File: src/rtl/rob_pkg.sv
package rob_pkg;
  typedef enum logic [1:0] {
    KIND_REG    = 2'd0,
    KIND_STORE  = 2'd1,
    KIND_BRANCH = 2'd2
  } rob_kind_e;
endpackage

File: src/rtl/rob_ptrs.sv
module rob_ptrs #(
  parameter int DEPTH = 7,
  parameter int IDX_W = 3,
  parameter int CNT_W = 3
) (
  input  logic             clk,
  input  logic             rst,
  input  logic             push,
  input  logic             pop,
  input  logic             flush,
  output logic [IDX_W-1:0] head,
  output logic [IDX_W-1:0] tail,
  output logic [CNT_W-1:0] occ
);
  localparam logic [IDX_W-1:0] LAST = IDX_W'(DEPTH - 1);

  function automatic logic [IDX_W-1:0] step(input logic [IDX_W-1:0] p);
    return (p == LAST) ? '0 : p + IDX_W'(1);
  endfunction

  always_ff @(posedge clk) begin
    if (rst || flush) begin
      head <= '0;
      tail <= '0;
      occ  <= '0;
    end else begin
      if (push) tail <= step(tail);
      if (pop)  head <= step(head);
      case ({push, pop})
        2'b10:   occ <= occ + CNT_W'(1);
        2'b01:   occ <= occ - CNT_W'(1);
        default: occ <= occ;
      endcase
    end
  end
endmodule

File: src/rtl/rob_entries.sv
module rob_entries #(
  parameter int DEPTH  = 7,
  parameter int IDX_W  = 3,
  parameter int DATA_W = 32,
  parameter int DEST_W = 5
) (
  input  logic              clk,
  input  logic              rst,
  input  logic              flush,
  input  logic              alloc_en,
  input  logic [IDX_W-1:0]  alloc_idx,
  input  logic [1:0]        alloc_kind,
  input  logic [DEST_W-1:0] alloc_dest,
  input  logic              cmp_en,
  input  logic [IDX_W-1:0]  cmp_idx,
  input  logic [DATA_W-1:0] cmp_value,
  input  logic              cmp_exc,
  input  logic              cmp_mis,
  input  logic              free_en,
  input  logic [IDX_W-1:0]  free_idx,
  input  logic [IDX_W-1:0]  head_idx,
  input  logic [IDX_W-1:0]  lk_idx,
  output logic              head_busy,
  output logic              head_done,
  output logic              head_exc,
  output logic              head_mis,
  output logic [1:0]        head_kind,
  output logic [DEST_W-1:0] head_dest,
  output logic [DATA_W-1:0] head_value,
  output logic              lk_hit,
  output logic [DATA_W-1:0] lk_value
);
  logic [DEPTH-1:0]  busy_q, done_q, exc_q, mis_q, cmp_hit;
  logic [1:0]        kind_q [DEPTH];
  logic [DEST_W-1:0] dest_q [DEPTH];
  logic [DATA_W-1:0] val_mem [DEPTH];

  for (genvar g = 0; g < DEPTH; g++) begin : g_slot
    logic              busy_r, done_r, exc_r, mis_r;
    logic [1:0]        kind_r;
    logic [DEST_W-1:0] dest_r;

    assign cmp_hit[g] = cmp_en && (cmp_idx == IDX_W'(g)) && busy_r;

    always_ff @(posedge clk) begin
      if (rst || flush) begin
        busy_r <= 1'b0;
        done_r <= 1'b0;
        exc_r  <= 1'b0;
        mis_r  <= 1'b0;
        kind_r <= '0;
        dest_r <= '0;
      end else if (alloc_en && alloc_idx == IDX_W'(g)) begin
        busy_r <= 1'b1;
        done_r <= 1'b0;
        exc_r  <= 1'b0;
        mis_r  <= 1'b0;
        kind_r <= alloc_kind;
        dest_r <= alloc_dest;
      end else begin
        if (cmp_hit[g]) begin
          done_r <= 1'b1;
          exc_r  <= cmp_exc;
          mis_r  <= cmp_mis;
        end
        if (free_en && free_idx == IDX_W'(g)) begin
          busy_r <= 1'b0;
          done_r <= 1'b0;
        end
      end
    end

    assign busy_q[g] = busy_r;
    assign done_q[g] = done_r;
    assign exc_q[g]  = exc_r;
    assign mis_q[g]  = mis_r;
    assign kind_q[g] = kind_r;
    assign dest_q[g] = dest_r;
  end

  // value storage: one write port, no reset, suited to LUT RAM
  always_ff @(posedge clk) begin
    if ((|cmp_hit) && !flush) val_mem[cmp_idx] <= cmp_value;
  end

  always_comb begin
    head_busy  = 1'b0;
    head_done  = 1'b0;
    head_exc   = 1'b0;
    head_mis   = 1'b0;
    head_kind  = '0;
    head_dest  = '0;
    head_value = '0;
    for (int i = 0; i < DEPTH; i++) begin
      if (head_idx == IDX_W'(i)) begin
        head_busy  = busy_q[i];
        head_done  = done_q[i];
        head_exc   = exc_q[i];
        head_mis   = mis_q[i];
        head_kind  = kind_q[i];
        head_dest  = dest_q[i];
        head_value = val_mem[i];
      end
    end
  end

  always_comb begin
    lk_hit   = 1'b0;
    lk_value = '0;
    for (int i = 0; i < DEPTH; i++) begin
      if (lk_idx == IDX_W'(i)) begin
        lk_hit   = busy_q[i] && done_q[i];
        lk_value = val_mem[i];
      end
    end
  end
endmodule

File: src/rtl/rob_retire.sv
module rob_retire
  import rob_pkg::*;
#(
  parameter int IDX_W  = 3,
  parameter int DATA_W = 32,
  parameter int DEST_W = 5
) (
  input  logic              clk,
  input  logic              rst,
  input  logic              commit,
  input  logic [1:0]        head_kind,
  input  logic              head_exc,
  input  logic              head_mis,
  input  logic [DEST_W-1:0] head_dest,
  input  logic [DATA_W-1:0] head_value,
  input  logic [IDX_W-1:0]  head_idx,
  output logic              wr_valid,
  output logic [DEST_W-1:0] wr_dest,
  output logic [DATA_W-1:0] wr_value,
  output logic              st_valid,
  output logic [DATA_W-1:0] st_value,
  output logic              exc_valid,
  output logic [IDX_W-1:0]  exc_tag,
  output logic              redirect
);
  always_ff @(posedge clk) begin
    if (rst) begin
      wr_valid  <= 1'b0;
      wr_dest   <= '0;
      wr_value  <= '0;
      st_valid  <= 1'b0;
      st_value  <= '0;
      exc_valid <= 1'b0;
      exc_tag   <= '0;
      redirect  <= 1'b0;
    end else begin
      wr_valid  <= 1'b0;
      st_valid  <= 1'b0;
      exc_valid <= 1'b0;
      redirect  <= 1'b0;
      if (commit) begin
        if (head_exc) begin
          exc_valid <= 1'b1;
          exc_tag   <= head_idx;
        end else begin
          case (rob_kind_e'(head_kind))
            KIND_BRANCH: redirect <= head_mis;
            KIND_STORE: begin
              st_valid <= 1'b1;
              st_value <= head_value;
            end
            default: begin
              wr_valid <= 1'b1;
              wr_dest  <= head_dest;
              wr_value <= head_value;
            end
          endcase
        end
      end
    end
  end
endmodule

File: src/rtl/rob_core.sv
module rob_core
  import rob_pkg::*;
#(
  parameter int DEPTH  = 7,
  parameter int DATA_W = 32,
  parameter int DEST_W = 5,
  localparam int IDX_W = (DEPTH > 1) ? $clog2(DEPTH) : 1,
  localparam int CNT_W = $clog2(DEPTH + 1)
) (
  input  logic              clk,
  input  logic              rst,
  input  logic              iss_valid,
  input  logic [1:0]        iss_kind,
  input  logic [DEST_W-1:0] iss_dest,
  output logic              iss_ready,
  output logic [IDX_W-1:0]  iss_tag,
  input  logic              cmp_valid,
  input  logic [IDX_W-1:0]  cmp_tag,
  input  logic [DATA_W-1:0] cmp_value,
  input  logic              cmp_exc,
  input  logic              cmp_mispred,
  input  logic [IDX_W-1:0]  lk_tag,
  output logic              lk_ready,
  output logic [DATA_W-1:0] lk_value,
  output logic              wr_valid,
  output logic [DEST_W-1:0] wr_dest,
  output logic [DATA_W-1:0] wr_value,
  output logic              st_valid,
  output logic [DATA_W-1:0] st_value,
  output logic              exc_valid,
  output logic [IDX_W-1:0]  exc_tag,
  output logic              redirect
);
  logic [IDX_W-1:0]  head, tail;
  logic [CNT_W-1:0]  occ;
  logic              push, commit_now, flush_now;
  logic              h_busy, h_done, h_exc, h_mis;
  logic [1:0]        h_kind;
  logic [DEST_W-1:0] h_dest;
  logic [DATA_W-1:0] h_value;
  logic              lk_hit;
  logic [DATA_W-1:0] lk_raw;

  assign iss_ready  = (occ != CNT_W'(DEPTH));
  assign iss_tag    = tail;
  assign commit_now = (occ != '0) && h_busy && h_done;
  assign flush_now  = commit_now &&
                      (h_exc || (rob_kind_e'(h_kind) == KIND_BRANCH && h_mis));
  assign push       = iss_valid && iss_ready && !flush_now;

  rob_ptrs #(.DEPTH(DEPTH), .IDX_W(IDX_W), .CNT_W(CNT_W)) u_ptrs (
    .clk(clk), .rst(rst), .push(push), .pop(commit_now), .flush(flush_now),
    .head(head), .tail(tail), .occ(occ)
  );

  rob_entries #(.DEPTH(DEPTH), .IDX_W(IDX_W), .DATA_W(DATA_W), .DEST_W(DEST_W)) u_entries (
    .clk(clk), .rst(rst), .flush(flush_now),
    .alloc_en(push), .alloc_idx(tail), .alloc_kind(iss_kind), .alloc_dest(iss_dest),
    .cmp_en(cmp_valid), .cmp_idx(cmp_tag), .cmp_value(cmp_value),
    .cmp_exc(cmp_exc), .cmp_mis(cmp_mispred),
    .free_en(commit_now), .free_idx(head),
    .head_idx(head), .lk_idx(lk_tag),
    .head_busy(h_busy), .head_done(h_done), .head_exc(h_exc), .head_mis(h_mis),
    .head_kind(h_kind), .head_dest(h_dest), .head_value(h_value),
    .lk_hit(lk_hit), .lk_value(lk_raw)
  );

  rob_retire #(.IDX_W(IDX_W), .DATA_W(DATA_W), .DEST_W(DEST_W)) u_retire (
    .clk(clk), .rst(rst), .commit(commit_now),
    .head_kind(h_kind), .head_exc(h_exc), .head_mis(h_mis),
    .head_dest(h_dest), .head_value(h_value), .head_idx(head),
    .wr_valid(wr_valid), .wr_dest(wr_dest), .wr_value(wr_value),
    .st_valid(st_valid), .st_value(st_value),
    .exc_valid(exc_valid), .exc_tag(exc_tag), .redirect(redirect)
  );

  always_ff @(posedge clk) begin
    if (rst) begin
      lk_ready <= 1'b0;
      lk_value <= '0;
    end else begin
      lk_ready <= lk_hit;
      lk_value <= lk_hit ? lk_raw : '0;
    end
  end
endmodule

File: config.mk
export PLATFORM = sky130hd
export DESIGN_NAME = rob_core
export DESIGN_NICKNAME = d
export VERILOG_FILES = /design/src/rtl/rob_pkg.sv /design/src/rtl/rob_ptrs.sv /design/src/rtl/rob_entries.sv /design/src/rtl/rob_retire.sv /design/src/rtl/rob_core.sv
export SDC_FILE = /design/constraint.sdc
export NUM_CORES = 1
export LEC_CHECK = 0
export BUFFER_PORTS_ARGS = -buffer_cell sky130_fd_sc_hd__buf_2
export CORE_MARGIN = 5
export CORE_UTILIZATION = 55
export CTS_BUF_LIST = sky130_fd_sc_hd__clkbuf_8 sky130_fd_sc_hd__clkbuf_16
export DETAILED_ROUTE_END_ITERATION = 7
export PLACE_DENSITY = 0.81
export SETUP_SLACK_MARGIN = 0.1
export SLEW_MARGIN = 20
export SYNTH_ARGS = -nofsm -noshare
export SYNTH_HDL_FRONTEND = slang
export SYNTH_SLANG_ARGS = --single-unit
File: constraint.sdc
create_clock -name clk -period 8.7 [get_ports clk]
set_input_delay 0 -clock clk [delete_from_list [all_inputs] [get_ports clk]]
set_output_delay 0 -clock clk [all_outputs]
set_load 0.03 [all_outputs]
[After elaboration in Yosys (flattened, before gate mapping)]
Memories as Yosys holds them, arrays and structs flattened.
Index checks and enable logic that the tools add are counted.
Word-level totals
  register bits after elaboration: 195
  bits in latches: 0
  bits in writable memories: 224
  ROM bits: 0
  output and inout bits: 113
  logic and storage cells: 260
  memories kept: 1
Memories
  u_entries.val_mem: words 7, bits a word 32, rd ports 7, clocked after memory_dff 0, wr ports 1, line rob_entries.sv:36  | logic [DATA_W-1:0] val_mem [DEPTH];
Operators by class
  $add $sub $neg: 4
  multiply operators: 0
  divide/modulo/power cells: 0
  $lt $le $gt $ge: 0
  equality and inequality tests: 29
  shift-type cells: 0
  multiplexer cells: 85
  bitwise operators: 5
  reduce and logical (&&, ||, !) cells: 81
Operators by type and width (count)
  32-bit two-way mux: 14
  1-bit two-way mux: 54
  1-bit logical AND: 42
  3-bit equality test, second input constant: 12
  5-bit two-way mux: 7
  3-bit by 2-bit equality test with 1-bit output, second input constant: 8
  3-bit OR reduction: 8
  2-bit OR reduction: 10
  2-bit nonzero test: 8
  2-bit two-way mux: 7
  3-bit by 1-bit equality test with 1-bit output, second input constant: 4
  3-bit logical NOT: 4
  3-bit by 1-bit adder with 3-bit output, second input constant: 3
  7-bit OR reduction: 1
  3-bit two-way mux: 2
  3-bit case mux with 2 select lines: 1
  3-bit AND reduction: 2
  1-bit inverter: 5
  2-bit by 1-bit equality test with 1-bit output, second input constant: 2
  2-bit equality test, second input constant: 2
  4-bit OR reduction: 1
  3-bit != test, second input constant: 1
  3-bit nonzero test: 1
  3-bit by 1-bit subtractor with 3-bit output, second input constant: 1
  3 further kinds: 4

[Depth between registers and ports, before layout]
Gate-level depths: netlist (run 1).
  word-level depth: 16
  gate-level depth with buffers: 26
  gate-level depth less buffers: 20

[Modules after synthesis]
From an unflattened synthesis (run 1), not the netlist that was laid out.
Second synthesis, totals
  cells, all modules: 1514
  area total of the unflattened synthesis: 18726.7 um2
Modules (own cells, without submodules)
  rob_entries: instances 1, cells each 1095, area each 14119.8 um2, seq. area each 8267.9 um2
  rob_retire: instances 1, cells each 296, area each 3226.8 um2, seq. area each 1521.5 um2
  rob_core: instances 1, cells each 77, area each 970.9 um2, seq. area each 660.6 um2
  rob_ptrs: instances 1, cells each 46, area each 409.1 um2, seq. area each 180.2 um2

[Least setup slack after synthesis (run 1)]
No wires, ideal clock.
  kind: reg-to-reg
  start: register u_ptrs.head[1]
  end: memory u_entries.val_mem[3][0], enable pin
  library setup time: 425 ps
  arrival: 4758 ps
  path slack: 3517 ps
  cell stages (with the launch flop): 20
  period minus slack after synthesis: 5183 ps
  path through: dfxtp_1 > buf_6 > buf_2 > buf_2 > and2_1 > ha_1 > clkbuf_1 > nor2_1 > buf_1 > clkbuf_1 > a221oi_1 > nor3_1 > a21oi_1 > o21ai_0 > ha_1 > o21ai_0 > nor2_1 > a32oi_2 > a21oi_1 > nor2b_1
Between the ends
  cells in the longest elaborated chain, start to end: 16
  elaborated cells between the ends (all ways): 52
  those cells by class: eq/ne: 7; mux: 37; reduce/logical: 8
Ends and longest elaborated chain
  start, declared: line rob_ptrs.sv:11  | output logic [IDX_W-1:0] head,
  start signal, assigned: line rob_ptrs.sv:28  | if (pop) head <= step(head);
  3-bit logical NOT: line rob_entries.sv:95  | if (head_idx == IDX_W'(i)) begin
  2-bit two-way mux (7 in a row): line rob_entries.sv:95
  2-bit equality test: line rob_core.sv:48  | (h_exc || (rob_kind_e'(h_kind) == KIND_BRANCH && h_mis));
  1-bit logical AND: line rob_core.sv:48
  1-bit logical OR: line rob_core.sv:48
  1-bit logical AND (*): line rob_core.sv:47  | assign flush_now = commit_now &&
  1-bit logical NOT (*): line rob_entries.sv:83  | if ((|cmp_hit) && !flush) val_mem[cmp_idx] <= cmp_value;
  1-bit logical AND (*): line rob_entries.sv:83
  1-bit two-way mux (*): line rob_entries.sv:83
  1-bit two-way mux (implied by the code) (*): line rob_entries.sv:83
  end, declared: line rob_entries.sv:36
Mark *: on every way between the ends. The rest lies on a longest branch, timed or not.

[Worst setup path after layout (run 1)]
  start: register u_ptrs.head[2]
  end: register u_ptrs.occ[2]
Between the ends
  cells in the longest elaborated chain, start to end: 16
  elaborated cells between the ends (all ways): 55
  those cells by class: eq/ne: 9; mux: 36; reduce/logical: 10
Ends and longest elaborated chain
  3-bit logical NOT: line rob_entries.sv:95
  2-bit two-way mux (7 in a row): line rob_entries.sv:95
  2-bit equality test: line rob_core.sv:48
  1-bit logical AND: line rob_core.sv:48
  1-bit logical OR: line rob_core.sv:48
  1-bit logical AND: line rob_core.sv:47
  1-bit logical NOT: line rob_core.sv:49  | assign push = iss_valid && iss_ready && !flush_now;
  1-bit logical AND: line rob_core.sv:49
  2-bit by 1-bit equality test with 1-bit output or 2-bit equality test (tied branches): line rob_ptrs.sv:29  | case ({push, pop})
  3-bit case mux with 2 select lines or 2-bit nonzero test (tied branches)
  end signal, assigned: line rob_ptrs.sv:30  | 2'b10: occ <= occ + CNT_W'(1);
  end signal, assigned: line rob_ptrs.sv:31  | 2'b01: occ <= occ - CNT_W'(1);
  end, declared: line rob_ptrs.sv:13  | output logic [CNT_W-1:0] occ
Several ways; a longest one is shown, not always the timed one.
A chain may end at the register's enable or synchronous reset.

==> results by group, run 1 <==
Die
  – Die height: 192 um
  – # rows: 66
  – Core ar.: 0.0325 mm^2
  – Die W: 192 um
  – Full die area: 0.0367 mm^2
  – Initial Utilization: 0.557
  – Ports: 164

Synth
  – Synth warnings: 0
  – Top cells by count, synth: 224 x edfxtp_1, 195 x dfxtp_1, 191 x nand2_1
  – Post-synth EDFFs: 224
  – Mux share of post-synthesis cell area: 0.101
  – Synthesized area: 0.0181 mm^2
  – Top post-synthesis cells by area: edfxtp_1 37%, dfxtp_1 22%, mux2i_1 8.8%
  – Compound-Gate Fraction of Synth Area: 0.155
  – Xor/xnor share of the synthesized area: 0.00145
  – Post-Syn Area per Cell: 11.0 um^2
  – Async set-or-reset flop fraction in the synthesized netlist: 0
  – Largest family of logic cells by synthesized area: compound AO/OA/AOI/OAI gates
  – Cell with the most instances after synthesis: edfxtp_1
  – Synthesized net count: 1705
  – Seq/Total Area, Yosys: 0.587
  – Post-synthesis simple-gate area fraction: 0.117
  – Unique masters post-synth: 67
  – Synth top area share: 0.371
  – Adder-Cell Fraction of Synth Area: 0.00456
  – Area leader, netlist: edfxtp_1
  – Synthesized netlist cell count: 1648
  – FF+latch count, synth: 419
  – Ys flop type: edfxtp_1

Drt
  – Drt first pass iters: 5
  – Final ANT Viol Nets: 0
  – # DRC: 0
  – Routed vias/inst: 6.37
  – Routed wire length: 52500 um
  – Iteration-0 DRC count of the detailed router: 2015
  – Per-cell routed wire length: 23.1 um
  – Vias: 14500

Power and ir drop
  – Combinational Power Share: 0.095
  – Net switching power: 1.07 mW
  – VDD IR-drop max: 0.154 mV
  – Seq pwr share: 0.508
  – Sw Share: 0.247
  – Clock power frac: 0.397
  – PwrDens: 205 mW/mm^2
  – Int Power: 3.26 mW
  – Pleak: 8.05 nW

Setup path
  – Arr. time, crit path: 6.27 ns
  – Max stage delay on crit path: 0.69 ns
  – Critical Path, Cell by Cell: inv_1 -> ha_2 -> buf_4 -> nor2_4 -> buf_4 -> a221oi_1 -> nor3_1 -> a21oi_1 -> o21ai_0 -> ha_1 -> o21ai_0 -> nor2_1 -> a32oi_2 -> a21oi_1 -> buf_4 -> or2_2 -> ha_1 -> inv_1 -> fa_1 -> xor2_1 -> nor2_1 -> xnor2_1 -> nor2_1
  – Crit path max fanout: 43
  – R2R Setup Slk: 2.81 ns
  – Crit. End Element: register
  – Setup crit start kind: register
  – Critical path class: reg -> reg
  – Worst r2r dst: u_ptrs.occ[2]
  – Cell family with most CP delay: buffers and inverters
  – Slowest CP cell: dfxtp_1
  – Crit path buf inv count: 5
  – RR Startpoint: u_ptrs.head[2]
  – Reg2Reg Depth: 23
  – Worst path required time: 9.08 ns

Timing
  – FMAX: 0.170 GHz
  – Count of final hold-check violations: 0
  – Post-Route Setup TNS: 0 ns
  – Hold WS: 0.0310 ns
  – Final Max Tran Viols: 0
  – Period utilization: 0.677
  – Least-Margin Pin Slew: 1.12 ns
  – RSZ-0062 raised after global routing: false
  – Worst clock skew: 0.0203 ns
  – Clock period minus worst slack: 5.89 ns
  – Worst slew margin: 0.251
  – Setup violators final: 0

Global routing
  – Number of antenna violations at the first check in global routing: 3
  – GRT Total Usage: 0.278
  – First-pass GRT wire length: 79800 um
  – Largest net degree at the start of global routing: 89
  – Overflow after GRT: 0
  – Vias in the first global route: 14100

Clock tree
  – Num CTS Buffers: 43
  – Htree depth: 2
  – Worst-Skew Late Latency: 0.55 ns
  – CTS tree: yes
  – Clock slew at reported path FFs: 0.06 ns
  – Clock Sinks: 419
  – Clock buffer depth: 3
  – CTS root buf: clkbuf_16

Place
  – Port Buf Inserts: 163
  – GPL Wtd Cong: 0.913
  – Placed insts: 2144
  – DPL Wire Length: 31300 um

Finish
  – Multi-input gate area: 0.00700 mm^2
  – Area grow syn2layout: 16.3%
  – Fin util: 0.648
  – Layout cells sized above 1: 0.167
  – FF+latch area: 0.0106 mm^2
  – Fin nets: 1852
  – Final non-filler cell total: 2274
  – Fill cells: 2437

Worst hold path
  – WHS Endpoint: u_entries.g_slot[1].mis_r
  – Hold path startpoint: cmp_tag[1]
  – Hold depth: 4
  – Hold Path Class: in -> reg

Job
  – Max_cap viols: 0

Outcome
  – Status: completed
-- cell families after synthesis --
logic type | Yosys count
AO/OA/AOI/OAI | 437
XOR/XNOR | 3
adder cells (fa/ha/maj) | 6
buffers and inverters | 142
flip-flops | 419
multiplexers | 176
AND/OR/NAND/NOR | 465
-- cell type report --
class / count / area share
inverters: 12 / 0.00220
multi-input cells: 1087 / 0.332
flip-flops and latches: 419 / 0.504
repair buffers: 232 / 0.0721
well taps: 442 / 0.0262
clock buffers: 49 / 0.0555
diodes: 2 / 0.000237
clock inverters: 31 / 0.00712
-- metrics by stage --
stage | cell area [um^2] | worst slack [ns] | total power, mW
4_1_cts | 21000 | 2.98 | 4.32
3_3_place_gp | 19200 | 3.23 | 2.60
5_1_grt | 21100 | 2.52 | 4.46
6_report | 21100 | 2.81 | 4.33
3_5_place_dp | 19200 | 3.02 | 2.62
2_1_floorplan | 18100 | 3.52 | 2.48
-- tightest hold or removal path, cell delays in order --
cell	delay, ns
buf_2	0.15
nor4b_1	0.14
mux2i_1	0.18
nor3_1	0.06
-- worst max path at each step --
| stage | slack, ns | cells past startpoint | from | to |
|---|---|---|---|---|
| after global placement | 3.23 | 15 | u_ptrs.head[2] | u_entries.val_mem[6][18] |
| after CTS | 2.98 | 22 | u_ptrs.head[2] | u_ptrs.occ[2] |
| after floorplan | 3.52 | 19 | u_ptrs.head[1] | u_entries.val_mem[3][0] |
| after detailed placement | 3.02 | 22 | u_ptrs.head[2] | u_ptrs.occ[2] |
| after global routing | 2.52 | 23 | u_ptrs.head[2] | u_ptrs.occ[2] |
| final | 2.81 | 23 | u_ptrs.head[2] | u_ptrs.occ[2] |
-- cells in the final DEF, fill, tap and decap left out, types with 6 or more instances in the layout --
master,netlist,layout
a21oi_1,123,123
a221oi_1,35,35
a22o_1,28,28
a22oi_1,10,10
buf_2,22,163
buf_4,2,21
clkbuf_16,0,44
clkinv_1,0,6
clkinv_2,0,8
dfxtp_1,195,193
dlygate4sd3_1,0,43
edfxtp_1,224,224
inv_1,10,24
mux2_2,11,11
mux2i_1,160,160
nand2_1,191,191
nand3_1,16,16
nand3b_1,33,33
nor2_1,139,133
nor2_4,0,6
nor2b_1,18,11
nor2b_4,0,6
nor3_1,28,26
nor4_1,8,6
o211ai_1,36,36
o21ai_0,151,151
o221ai_1,20,20
-- sequential cells by signal, summed over array words and instances, names as in the netlist --
register                 count
u_entries.g_slot.busy_r      7
u_ptrs.occ                   3
u_retire.wr_dest             5
u_retire.wr_valid            1
u_retire.redirect            1
u_ptrs.head                  3
u_entries.g_slot.dest_r     35
u_entries.g_slot.mis_r       7
u_entries.g_slot.kind_r     14
u_retire.exc_valid           1
lk_value                    32
u_retire.wr_value           32
lk_ready                     1
u_ptrs.tail                  3
u_entries.g_slot.done_r      7
u_retire.st_valid            1
u_entries.g_slot.exc_r       7
u_retire.exc_tag             3
u_entries.val_mem          224
u_retire.st_value           32
-- per-layer routing --
metal / part of all wire / vias up / wire, um / GRT usage
li1: - / 6383 / - / -
met1: 0.39 / 6922 / 20300 / 0.378
met2: 0.46 / 1023 / 24300 / 0.444
met3: 0.11 / 161 / 5950 / 0.0486
met4: 0.036 / 2 / 1880 / 0.112
met5: 0.00034 / - / 18 / 0
-- timing repair --
action,CTS,global route
hold buffers,43,0
buffers inserted,0,0
resized for setup,0,0
endpoints found under the hold margin,292,0
-- power groups by stage --
stage               clock, mW  sequential, mW  combinational [mW]
floorplan                   0            2.23               0.254
global placement            0            2.23               0.366
detailed placement          0            2.24               0.379
CTS                      1.72            2.20               0.398
global route             1.81            2.20               0.441
finish                   1.72            2.20               0.409
Power figures use the tool's default switching activity.
==> run 2: changes to the inputs <==
--- a/config.mk
+++ b/config.mk
@@ -5,6 +5,7 @@
 export SDC_FILE = /design/constraint.sdc
 export NUM_CORES = 1
 export LEC_CHECK = 0
+export ABC_AREA = 1
 export BUFFER_PORTS_ARGS = -buffer_cell sky130_fd_sc_hd__buf_2
 export CORE_MARGIN = 5
 export CORE_UTILIZATION = 55
==> constraint.sdc (replaced) <==
create_clock -name clk -period 5.5 [get_ports clk]
set_input_delay 0 -clock clk [delete_from_list [all_inputs] [get_ports clk]]
set_output_delay 0 -clock clk [all_outputs]
set_load 0.03 [all_outputs]
==> run 2 against run 1 <==
First-iteration DRC count down 3.4%. Critical path depth down 3. Design area up 1.8%. Clock-buffer cell count up 1. Register-to-register slack worse by 1.5 ns. Area after synthesis up 1.7%. Hold slack better by 0.010 ns. Routed wire length up 0.93%. Clock skew down 0.0068 ns. Setup slack worse by 1.5 ns. Sequential power up 52%. Combinational power down 15%. Critical path type unchanged. Largest cell class unchanged.
==> results by group, run 2 <==
Outcome
  – Status: completed

Synth
  – Cell with the most instances after synthesis: nand2_1
  – Ys flop type: edfxtp_1
  – Area leader, netlist: edfxtp_1
  – Unique masters post-synth: 43 (-36%)
  – Synthesized area: 0.0184 mm^2 (+1.7%)
  – Top post-synthesis cells by area: edfxtp_1 37%, dfxtp_1 21%, nand2_1 10%
  – Synthesized netlist cell count: 2089 (+27%)
  – Synth warnings: 0 (unchanged)
  – FF+latch count, synth: 419 (unchanged)
  – Synthesized net count: 2146 (+26%)
  – Synth top area share: 0.365 (-0.00603)
  – Seq/Total Area, Yosys: 0.577 (-0.00952)
  – Post-synth EDFFs: 224 (unchanged)
  – Async set-or-reset flop fraction in the synthesized netlist: 0 (unchanged)
  – Top cells by count, synth: 491 x nand2_1, 273 x inv_1, 224 x edfxtp_1
  – Post-Syn Area per Cell: 8.82 um^2 (-20%)

Finish
  – # diodes: 0 (-2)
  – Biggest regs: u_entries.val_mem x224, u_entries.g_slot.dest_r x35
  – Most common cell after layout, fill and taps aside: nand2_1
  – Largest Register: u_entries.val_mem
  – Fill cells: 2616 (+7.3%)
  – Commonest non-fill, non-tap cells in the layout: 491 x nand2_1, 286 x inv_1, 224 x edfxtp_1
  – Fin nets: 2312 (+25%)
  – Final Cell Area: 0.0215 mm^2 (+1.8%)
  – Area grow syn2layout: 16.6%
  – FF+latch area: 0.0106 mm^2 (about the same)
  – Multi-input gate area: 0.00627 mm^2 (-10%)
  – Max reg flops: 224 (unchanged)
  – Layout cells sized above 1: 0.137 (-0.0295)

Clock tree
  – Clock slew at reported path FFs: 0.06 ns (about the same)
  – Post-CTS Setup Inserts: 0 (unchanged)
  – Htree depth: 2 (unchanged)
  – CTS root buf: clkbuf_16
  – Post_cts resized: 0 (unchanged)
  – CTS tree: yes
  – Clock Sinks: 419 (unchanged)
  – Num CTS Buffers: 43 (unchanged)
  – Clock buffer depth: 3 (unchanged)
  – Worst-Skew Late Latency: 0.55 ns (about the same)

Timing
  – Clock period minus worst slack: 4.16 ns (-1.73 ns)
  – Worst slew margin: 0.240 (-0.0114)
  – Worst clock skew: 0.0135 ns (-0.00685 ns)
  – RSZ-0062 raised after global routing: false
  – Period utilization: 0.756 (+0.0790)
  – Post-Route Setup TNS: 0 ns (unchanged)
  – Count of final hold-check violations: 0 (unchanged)
  – FMAX: 0.241 GHz (+42%)
  – Setup violators final: 0 (unchanged)
  – Final Max Tran Viols: 0 (unchanged)
  – Least-Margin Pin Slew: 1.14 ns (+0.0168 ns)

Drt
  – Iteration-0 DRC count of the detailed router: 1947 (-3.4%)
  – Routed vias/inst: 5.70 (-11%)
  – Vias: 15600 (+7.6%)
  – Routed wire length: 53000 um (+0.93%)
  – Per-cell routed wire length: 19.3 um (-16%)
  – Drt first pass iters: 8 (+3)
  – # DRC: 0 (unchanged)
  – Final ANT Viol Nets: 0 (unchanged)

Global routing
  – GRT Total Usage: 0.276 (-0.00123)
  – Overflow after GRT: 0 (unchanged)
  – Vias in the first global route: 15000 (+6.1%)
  – Met1 global-route usage: 0.378 (about the same)
  – Number of antenna violations at the first check in global routing: 1 (-2)
  – Met2 Track Usage GR: 0.438 (-0.00507)
  – Largest net degree at the start of global routing: 119 (+34%)
  – Gr busiest metal: met2
  – First-pass GRT wire length: 80800 um (+1.2%)
  – GR Util met3: 0.0596 (+0.0110)

Setup path
  – Crit. End Element: register
  – Critical path class: reg -> reg
  – Reg2Reg Depth: 20 (-13%)
  – Crit path max fanout: 37 (-14%)
  – Worst path required time: 5.92 ns (-3.16 ns)
  – Setup crit start kind: register
  – Arr. time, crit path: 4.58 ns (-1.69 ns)

Place
  – GPL Wtd Cong: 0.941 (+3.1%)
  – Port Buf Inserts: 163 (unchanged)
  – DPL Wire Length: 33800 um (+8.0%)
  – Placed Area: 0.0195 mm^2 (+1.7%)

Power and ir drop
  – PwrDens: 307 mW/mm^2 (+50%)
  – Pleak: 8.97 nW (+11%)
  – Tot Pwr: 6.59 mW (+52%)
  – VDD IR-drop max: 0.292 mV (+90%)

Die
  – # rows: 67 (+1.5%)
  – Core ar.: 0.0333 mm^2 (+2.3%)
  – Initial Utilization: 0.553 (-0.00347)
  – Die W: 193 um (+0.78%)
  – Ports: 164 (unchanged)
  – Full die area: 0.0373 mm^2 (+1.6%)
  – Die height: 193 um (+0.78%)

Job
  – Max_cap viols: 0 (unchanged)

Worst hold path
  – Hold depth: 5 (+1)
  – Hold Path Class: in -> reg
-- run 2: cell types whose count changed after synthesis, moves of 33 or more --
cell / change
o311ai_0: +49
nand3_1: +38
nor2_1: +69
o22ai_1: +52
o21ai_0: -79
a21oi_1: +68
a221oi_1: -35
nand2_1: +300
nand3b_1: -33
mux2i_1: -160
inv_1: +263
-- run 2: routing by layer --
metal,routed length (um),vias up
li1,-,7322
met1,20900,7155
met2,23900,956
met3,6420,160
met4,1750,2
met5,13,-
-- run 2: area by class of cell --
class,instances,area share
clock buffers,50,0.0562
clock inverters,30,0.0105
inverters,281,0.0492
multi-input cells,1275,0.292
flip-flops and latches,419,0.495
well taps,448,0.0261
repair buffers,235,0.0706
-- run 2: kinds of logic after synthesis --
kind of cell | Yosys count | synth area share
buffers and inverters | 395 | 0.0868
XOR/XNOR | 2 | 0.000951
AND/OR/NAND/NOR | 813 | 0.182
flip-flops | 419 | 0.577
adder cells (fa/ha/maj) | 6 | 0.00448
AO/OA/AOI/OAI | 454 | 0.148
-- run 2: metrics by stage --
step	cells	utilization	hold slack [ns]	worst slack [ns]
floorplan	2089	-	0.0989	0.789
global placement	2612	0.587	0.256	1.46
detailed placement	2612	0.587	0.267	1.39
CTS	2735	0.643	0.0210	1.38
global route	2738	0.645	0.0567	0.963
finish	2738	0.645	0.0414	1.34
-- run 2: worst max-delay path: stages (launching register included) --
cell and delay [ns]:
dfxtp_1 0.35, inv_2 0.27, nand3_4 0.19, inv_2 0.65, a21oi_1 0.14, o21ai_0 0.17, o211ai_1 0.11, a22oi_1 0.23
ha_1 0.18, a21boi_0 0.17, nand2_1 0.11, nand2_2 0.12, nand2_2 0.09, nand2_1 0.18, ha_1 0.17, inv_1 0.06
fa_1 0.37, a21oi_1 0.15, o21ai_0 0.11, xor2_1 0.15, nor2_1 0.06
-- run 2: worst paths after layout --
kind                              from                   endpoint  slack, ns
max                     u_ptrs.head[2]              u_ptrs.occ[2]       1.34
min                         cmp_tag[1]  u_entries.g_slot[3].exc_r       0.04
max reg2reg             u_ptrs.head[2]              u_ptrs.occ[2]       1.34
min reg2reg  u_entries.g_slot[3].mis_r  u_entries.g_slot[3].mis_r       0.47
-- run 2: repair_timing --
action | 4_1_cts | 5_1_grt
hold buffers | 43 | 0
hold endpoints to repair | 294 | 0
setup endpoints to repair | 0 | 0
-- run 2: where the power goes --
part | internal (mW) | leakage [nW] | switching (mW)
sequential | 3.32 | 3.59 | 0.0154
combinational | 0.112 | 4.63 | 0.235
clock | 1.71 | 0.747 | 1.20
==> run 3: changes to the inputs <==
--- a/config.mk
+++ b/config.mk
@@ -5,7 +5,7 @@
 export SDC_FILE = /design/constraint.sdc
 export NUM_CORES = 1
 export LEC_CHECK = 0
-export ABC_AREA = 1
+export ABC_AREA = 0
 export BUFFER_PORTS_ARGS = -buffer_cell sky130_fd_sc_hd__buf_2
 export CORE_MARGIN = 5
 export CORE_UTILIZATION = 55
==> constraint.sdc (replaced) <==
create_clock -name clk -period 3.86 [get_ports clk]
set_input_delay 0 -clock clk [delete_from_list [all_inputs] [get_ports clk]]
set_output_delay 0 -clock clk [all_outputs]
set_load 0.03 [all_outputs]
==> run 3 against run 2 <==
Power up 57%. Global-route usage up 1.7 points. Sequential power up 49%. Non-clock buffer count up 37. Register-to-register slack worse by 0.94 ns. Clock-buffer cell count up 1. Clock power up 52%. Core utilization up 1.8 points. Flip-flop and latch count unchanged.
==> results by group, run 3 (same netlist as run 1, synthesis figures left out) <==
Outcome
  – Status: completed

Setup path
  – Slowest CP cell: dfxtp_2
  – Crit path buf inv count: 2 (-1)
  – Top cell by count, worst path: nor2_1
  – Crit path max fanout: 15 (-59%)
  – Arr. time, crit path: 3.90 ns (-0.68 ns)
  – Critical Path, Cell by Cell: nor2b_1 -> buf_4 -> o2bb2ai_1 -> a221oi_2 -> nor3_1 -> a21oi_1 -> o21ai_1 -> ha_2 -> o21ai_1 -> nor2_1 -> a32oi_2 -> a21oi_4 -> or2_4 -> ha_4 -> inv_2 -> fa_2 -> xor2_1 -> nor2_1 -> xnor2_1 -> nor2_1
  – Critical path class: reg -> reg
  – Crit. End Element: register
  – Cell family with most CP delay: simple AND/OR/NAND/NOR gates
  – Max stage delay on crit path: 0.49 ns (-0.16 ns)
  – Setup crit start kind: register
  – Worst path required time: 4.30 ns (-1.62 ns)

Place
  – Port Buf Inserts: 163 (unchanged)
  – DPL Wire Length: 34400 um (+1.7%)
  – GPL Wtd Cong: 0.932 (-1.0%)
  – Post-Place Setup Slack: 0.433 ns (-0.954 ns)
  – Placed insts: 2188 (-16%)
  – Placed Area: 0.0196 mm^2 (+0.34%)

Power and ir drop
  – Net switching power: 2.44 mW (+68%)
  – Seq pwr share: 0.481 (-0.025)
  – PwrDens: 479 mW/mm^2 (+56%)
  – Sw Share: 0.237 (+0.0167)
  – Clock power frac: 0.430 (-0.011)
  – Pleak: 8.29 nW (-7.5%)
  – VDD IR-drop max: 0.367 mV (+26%)
  – Tot Pwr: 10.3 mW (+57%)
  – Combinational Power Share: 0.090 (+0.037)
  – Int Power: 7.87 mW (+53%)

Die
  – Die W: 192 um (-0.77%)
  – Core ar.: 0.0325 mm^2 (-2.2%)
  – Ports: 164 (unchanged)
  – Full die area: 0.0367 mm^2 (-1.5%)
  – # rows: 66 (-1.5%)
  – Initial Utilization: 0.557 (+0.00347)
  – Die height: 192 um (-0.77%)

Clock tree
  – Htree depth: 2 (unchanged)
  – Post_cts resized: 0 (unchanged)
  – CTS root buf: clkbuf_16
  – CTS tree: yes
  – Clock slew at reported path FFs: 0.06 ns (about the same)
  – Clock Sinks: 419 (unchanged)
  – Clock buffer depth: 3 (unchanged)
  – Num CTS Buffers: 42 (-2.3%)
  – Worst-Skew Late Latency: 0.56 ns (about the same)

Timing
  – Clock period minus worst slack: 3.46 ns (-0.697 ns)
  – Final WS setup: 0.400 ns (-0.943 ns)
  – Hold WS: 0.0269 ns (-0.0144 ns)
  – Worst slew margin: 0.249 (+0.00886)
  – Period utilization: 0.896 (+0.141)
  – Count of final hold-check violations: 0 (unchanged)
  – Least-Margin Pin Slew: 1.12 ns (-0.0133 ns)
  – Worst clock skew: 0.0212 ns (+0.00769 ns)
  – Setup violators final: 0 (unchanged)
  – FMAX: 0.289 GHz (+20%)
  – RSZ-0062 raised after global routing: false
  – Final Max Tran Viols: 0 (unchanged)

Drt
  – Per-cell routed wire length: 23.7 um (+23%)
  – Drt first pass iters: 7 (-1)
  – Vias: 14700 (-5.7%)
  – # DRC: 0 (unchanged)
  – Iteration-0 DRC count of the detailed router: 2162 (+11%)
  – Routed wire length: 54800 um (+3.5%)
  – Routed vias/inst: 6.36 (+12%)
  – Final ANT Viol Nets: 0 (unchanged)

Finish
  – Commonest non-fill, non-tap cells in the layout: 224 x edfxtp_1, 192 x dfxtp_1, 191 x nand2_1
  – Biggest regs: u_entries.val_mem x224, u_entries.g_slot.dest_r x35
  – Largest Register: u_entries.val_mem
  – Fin nets: 1891 (-18%)
  – Final Cell Area: 0.0216 mm^2 (+0.44%)
  – Area grow syn2layout: 19.0%
  – Layout cells sized above 1: 0.192 (+0.0546)
  – Max reg flops: 224 (unchanged)
  – Most common cell after layout, fill and taps aside: edfxtp_1
  – Final non-filler cell total: 2310 (-16%)

Global routing
  – GRT Total Usage: 0.293 (+0.0170)
  – Largest net degree at the start of global routing: 89 (-25%)
  – Number of antenna violations at the first check in global routing: 1 (unchanged)
  – First-pass GRT wire length: 83500 um (+3.4%)
  – Vias in the first global route: 14600 (-2.5%)
  – Overflow after GRT: 0 (unchanged)

Job
  – Max_cap viols: 0 (unchanged)

Worst hold path
  – Hold Path Class: in -> reg
-- run 3: cell count changes in the layout (fill, tap and decap cells not counted), sizes merged, moves of 36 or more --
| cell | before | now |
|---|---|---|
| a21oi | 192 | 124 |
| buf | 192 | 228 |
| inv | 296 | 22 |
| mux2i | 0 | 160 |
| nand2 | 497 | 192 |
| nand3 | 62 | 17 |
| nor2 | 211 | 139 |
| o21ai | 74 | 152 |
| o22ai | 52 | 0 |
| o311ai | 49 | 0 |
-- run 3: area by class of cell --
cell class,count,area [um^2]
antenna,1,2.50
clock buffer,51,1200
timing repair buffer,272,1780
inverter,12,46.3
fill,2386,11000
clock inverter,26,325
tap,442,553
sequential,419,10600
multi-input combinational,1087,7020
-- run 3: per-layer routing --
layer,wire length [um],GRT usage,share of wire,up-vias
met1,20800,0.393,0.38,6994
met4,2480,0.133,0.045,2
met2,25500,0.465,0.46,1047
met3,6050,0.0568,0.11,209
li1,-,-,-,6450
met5,13,0,0.00024,-
-- run 3: power by group through the flow --
stage	combinational, mW	sequential (mW)	clock, mW
after floorplan	0.581	5.03	0
after global placement	0.843	5.04	0
after detailed placement	0.866	5.05	0
after CTS	0.909	4.95	4.46
after global routing	1.01	4.97	4.67
final	0.927	4.96	4.43
-- run 3: final timing paths --
kind | slack, ns | endpoint | startpoint | cells after the start
max | 0.40 | u_ptrs.occ[2] | u_ptrs.head[0] | 20
min | 0.03 | u_entries.g_slot[1].exc_r | cmp_tag[0] | 5
max reg2reg | 0.40 | u_ptrs.occ[2] | u_ptrs.head[0] | 20
min reg2reg | 0.46 | u_entries.g_slot[5].dest_r[1] | u_entries.g_slot[5].dest_r[1] | 2
-- run 3: tightest hold or removal path, stage by stage --
cell and delay [ns]:
buf_2 0.12, nand2_1 0.10, nor4b_1 0.10, mux2i_1 0.15, nor3_1 0.05
-- run 3: per-stage QoR --
stage	TNS, ns	utilization
2_1_floorplan	-0.492	-
4_1_cts	0	0.663
3_3_place_gp	0	0.602
5_1_grt	0	0.663
3_5_place_dp	0	0.602
6_report	0	0.663
-- run 3: repair_timing --
item / in CTS / in global routing
hold buffers: 44 / 0
hold endpoints to repair: 298 / 0
buffers inserted: 0 / 0
